$ cat src/rtl/req_opp_pkg.sv
package req_opp_pkg;
  typedef struct packed {
    logic a_hold;
    logic b_req;
    logic b_hold;
  } bus_sample_t;
endpackage

$ cat src/rtl/req_opp_window.sv
module req_opp_window
  import req_opp_pkg::*;
(
  input  logic        clk,
  input  logic        rst,
  input  bus_sample_t smp,
  output logic        in_win
);
  logic armed_q;
  logic opens;

  // opening condition: A on the bus while B waits
  assign opens  = smp.a_hold & smp.b_req;
  // current cycle belongs to a window only while B stays off the bus
  assign in_win = ~smp.b_hold & (armed_q | opens);

  always_ff @(posedge clk) begin
    if (rst) armed_q <= 1'b0;
    else     armed_q <= in_win;
  end
endmodule

$ cat src/rtl/req_opp_release.sv
module req_opp_release (
  input  logic clk,
  input  logic rst,
  input  logic in_win,
  input  logic a_hold,
  output logic regain
);
  logic rel_q;

  // a cycle of A off the bus inside a window, remembered for one cycle
  always_ff @(posedge clk) begin
    if (rst) rel_q <= 1'b0;
    else     rel_q <= in_win & ~a_hold;
  end

  assign regain = rel_q & in_win & a_hold;
endmodule

$ cat src/rtl/req_opp_sticky.sv
module req_opp_sticky (
  input  logic clk,
  input  logic rst,
  input  logic hit,
  output logic flag
);
  always_ff @(posedge clk) begin
    if (rst) flag <= 1'b0;
    else     flag <= flag | hit;
  end
endmodule

$ cat src/rtl/req_opp_monitor.sv
module req_opp_monitor
  import req_opp_pkg::*;
(
  input  logic clk,
  input  logic rst,
  input  logic a_hold_i,
  input  logic b_req_i,
  input  logic b_hold_i,
  output logic viol_o,
  output logic fail_o
);
  bus_sample_t smp;
  logic        in_win;
  logic        regain;

  assign smp = '{a_hold: a_hold_i, b_req: b_req_i, b_hold: b_hold_i};

  req_opp_window u_window (
    .clk    (clk),
    .rst    (rst),
    .smp    (smp),
    .in_win (in_win)
  );

  req_opp_release u_release (
    .clk    (clk),
    .rst    (rst),
    .in_win (in_win),
    .a_hold (a_hold_i),
    .regain (regain)
  );

  // mask the pulse while reset is clearing the stored state
  assign viol_o = regain & ~rst;

  req_opp_sticky u_sticky (
    .clk  (clk),
    .rst  (rst),
    .hit  (viol_o),
    .flag (fail_o)
  );
endmodule

$ cat config.mk
export PLATFORM = sky130hd
export DESIGN_NAME = req_opp_monitor
export DESIGN_NICKNAME = d
export VERILOG_FILES = /design/src/rtl/req_opp_pkg.sv /design/src/rtl/req_opp_window.sv /design/src/rtl/req_opp_release.sv /design/src/rtl/req_opp_sticky.sv /design/src/rtl/req_opp_monitor.sv
export SDC_FILE = /design/constraint.sdc
export NUM_CORES = 1
export LEC_CHECK = 0
export BUFFER_PORTS_ARGS = -buffer_cell sky130_fd_sc_hd__buf_2
export CORE_AREA = 2 2 39 41
export DETAILED_ROUTE_END_ITERATION = 16
export DIE_AREA = 0 0 41 43
export PLACE_DENSITY_LB_ADDON = 0.3
export SLEW_MARGIN = 10
export SYNTH_ARGS = -nofsm -noshare
export SYNTH_HDL_FRONTEND = slang
export SYNTH_HIERARCHICAL = 1
export SYNTH_SLANG_ARGS = --single-unit
$ cat constraint.sdc
create_clock -name clk -period 1.2 [get_ports clk]
set_input_delay 0.12 -clock clk [delete_from_list [all_inputs] [get_ports clk]]
set_output_delay 0.12 -clock clk [all_outputs]
set_load 0.01 [all_outputs]
==> metrics <==
status=finished, violations left; failing checks=setup timing; drt total wl=285 um; LEAKAGE=between 0.1 and 0.15 nW; RSZ-0062 raised after global routing=yes; Worst Tran Pin Value=roughly 0.12 ns; Syn Std Cell Area=125 sq um; CP Launch Type=flop; routed vias/inst=3.11; die area=between 0.0015 and 0.002 sq mm; synthesis-to-layout area growth=79.0%; antenna-violating nets left=0; number of global-route vias before repair=about 130; # fillers=about 160; port bufs=6; GP Congestion=0.519; syn avg cell area=between 10 and 15 sq um; CTS Buf Count=3; part of the cycle the worst path needs=1.03; Fin. Hold Viols=0; CTS tree=done; Cell Pwr Density=between 1000 and 1500 mW/mm^2; clk sinks=3; Peak Freq=~810 MHz; Unique masters post-synth=8; antenna violations before repair=0; Hold/Removal Path Class=input port to flop; Hold-fix buffers, CTS=0; yosys warns=6; global-route wire length before repair=between 400 and 500 um; #FFs+latches synth=3; clk_skew=0.00282 ns; max-cap violation count=0; fin. max-slew vios=0; Die Ht=43 um; Max FO, Critical Path=2; Clk Latency, worst-skew pair=~0.23 ns; setup TNS=-0.0304 ns; drt wl/cell=7.50 um; Finished Core Util=0.162; depth of the most critical reg-to-reg path=5; Worst EP arrival=approximately 1.1 ns; Iteration-0 DRC Markers=1; total gr overflow=0; Clock transition at path regs=0.03 ns; min-delay src=b_hold_i; WHS Endpoint=u_window/armed_q; CP required=around 1.1 ns; post-synthesis sequential area ratio=0.480; Synthesized Nets=15; 1st-pass router iterations=2; H-tree Lvls=1; FP Rows=14; Setup Viol. Count Final=1; Initial Utilization=0.0904; Final nets=28; commonest non-fill, non-tap cell in the layout=buf_2; Synth area leader=dfxtp_1; hold depth=2; Slew headroom=0.923; critical path class=flop to output port; Gate Count Post-Synth=10; final worst setup slack=-0.0304 ns; ranking of synthesized cells by area=dfxtp_1 (48%), nor2b_4 (11%), nor3b_2 (10%); largest net degree at the start of global routing=5; min cycle time layout=1.23 ns; gr usage total=0.0451; Reg2Reg Setup Slack=0.17 ns; area fraction of the dominant cell type after synthesis=0.480; worst flop-to-flop path startpoint=u_window/armed_q; CP Capture Type=output port; reg2reg end=u_sticky/flag; Min Hold Slack=0.0615 ns; layout cells sized above 1=0.727; routed vias=~120; Die Width=approximately 40 um; Diodes inserted=0; Core Area=between 0.001 and 0.0015 sq mm; Peak VDD IR=0.448 mV; DRC=0; CTS Buffer Depth=2; # IOs=7; Power, Total=between 0.3 and 0.4 mW; root buf cell=clkbuf_4; most frequent cells in the layout=buf_2 (5), clkbuf_4 (3), dfxtp_1 (2), buf_4 (2)
-- worst max-delay path by stage --
stage | cells past startpoint | endpoint | from
floorplan | 5 | u_sticky/flag | u_window/armed_q
global placement | 5 | u_sticky/flag | u_window/armed_q
detailed placement | 5 | u_sticky/flag | u_window/armed_q
CTS | 5 | viol_o | u_window/armed_q
global route | 5 | viol_o | u_window/armed_q
finish | 5 | viol_o | u_window/armed_q
-- critical path, stage by stage, from the launching register on --
cell and delay (ns):
dfxtp_2 0.31, a21oi_2 0.03, nor2_1 0.11, and3_1 0.17, nor2b_4 0.15, buf_6 0.11
-- cell usage after synthesis (all sizes together) --
cell,count
dfxtp,3
a21oi,1
and3,1
nor2,1
nor2b,1
nor3,1
nor3b,1
o21ba,1
-- sequential cells by signal, summed over array words and instances (netlist names) --
register / flops
u_window/armed_q: 1
u_sticky/flag: 1
u_release/rel_q: 1
-- cell type report --
cell class | instances | area [sq um] | share of cell area
flip-flops and latches | 3 | 61.3 | 0.274
well taps | 16 | 20.0 | 0.0894
repair buffers | 8 | 51.3 | 0.229
clock buffers | 4 | 26.3 | 0.117
multi-input cells | 7 | 65.1 | 0.291
-- through the flow --
stage / setup WS (ns) / cells / instance area [sq um]
6_report: -0.0304 / 38 / 224
5_1_grt: -0.106 / 38 / 224
4_1_cts: -0.0505 / 37 / 215
3_5_place_dp: 0.169 / 32 / 175
3_3_place_gp: 0.199 / 32 / 175
2_1_floorplan: 0.201 / 10 / 125
-- metal layers --
layer | global-route usage | vias up | wire length, um
met5 | 0 | - | 0
met4 | 0.0600 | 0 | 0
met3 | 0.0524 | 0 | 55
met2 | 0.0438 | 7 | 123
met1 | 0.0385 | 53 | 105
li1 | - | 58 | -
-- cells by family after synthesis --
| group | share of synthesized area |
|---|---|
| AOI/OAI and AO/OA | 0.150 |
| DFF | 0.480 |
| and+or+nand+nor | 0.370 |
-- report_power, final --
part	switching [mW]	internal (mW)	total, mW
Clock	0.0492	0.124	0.174
Combinational	0.0110	0.0147	0.0257
Sequential	0.000717	0.103	0.103
Total	0.0609	0.242	0.303
-- repair_timing --
action / CTS / global route
pin swaps: 1 / 2
gates resized for setup: 1 / 1
gates cloned: 0 / 0
buffers inserted: 1 / 1
endpoints found under the setup margin: 1 / 1
(Power assumes the default switching activity.)
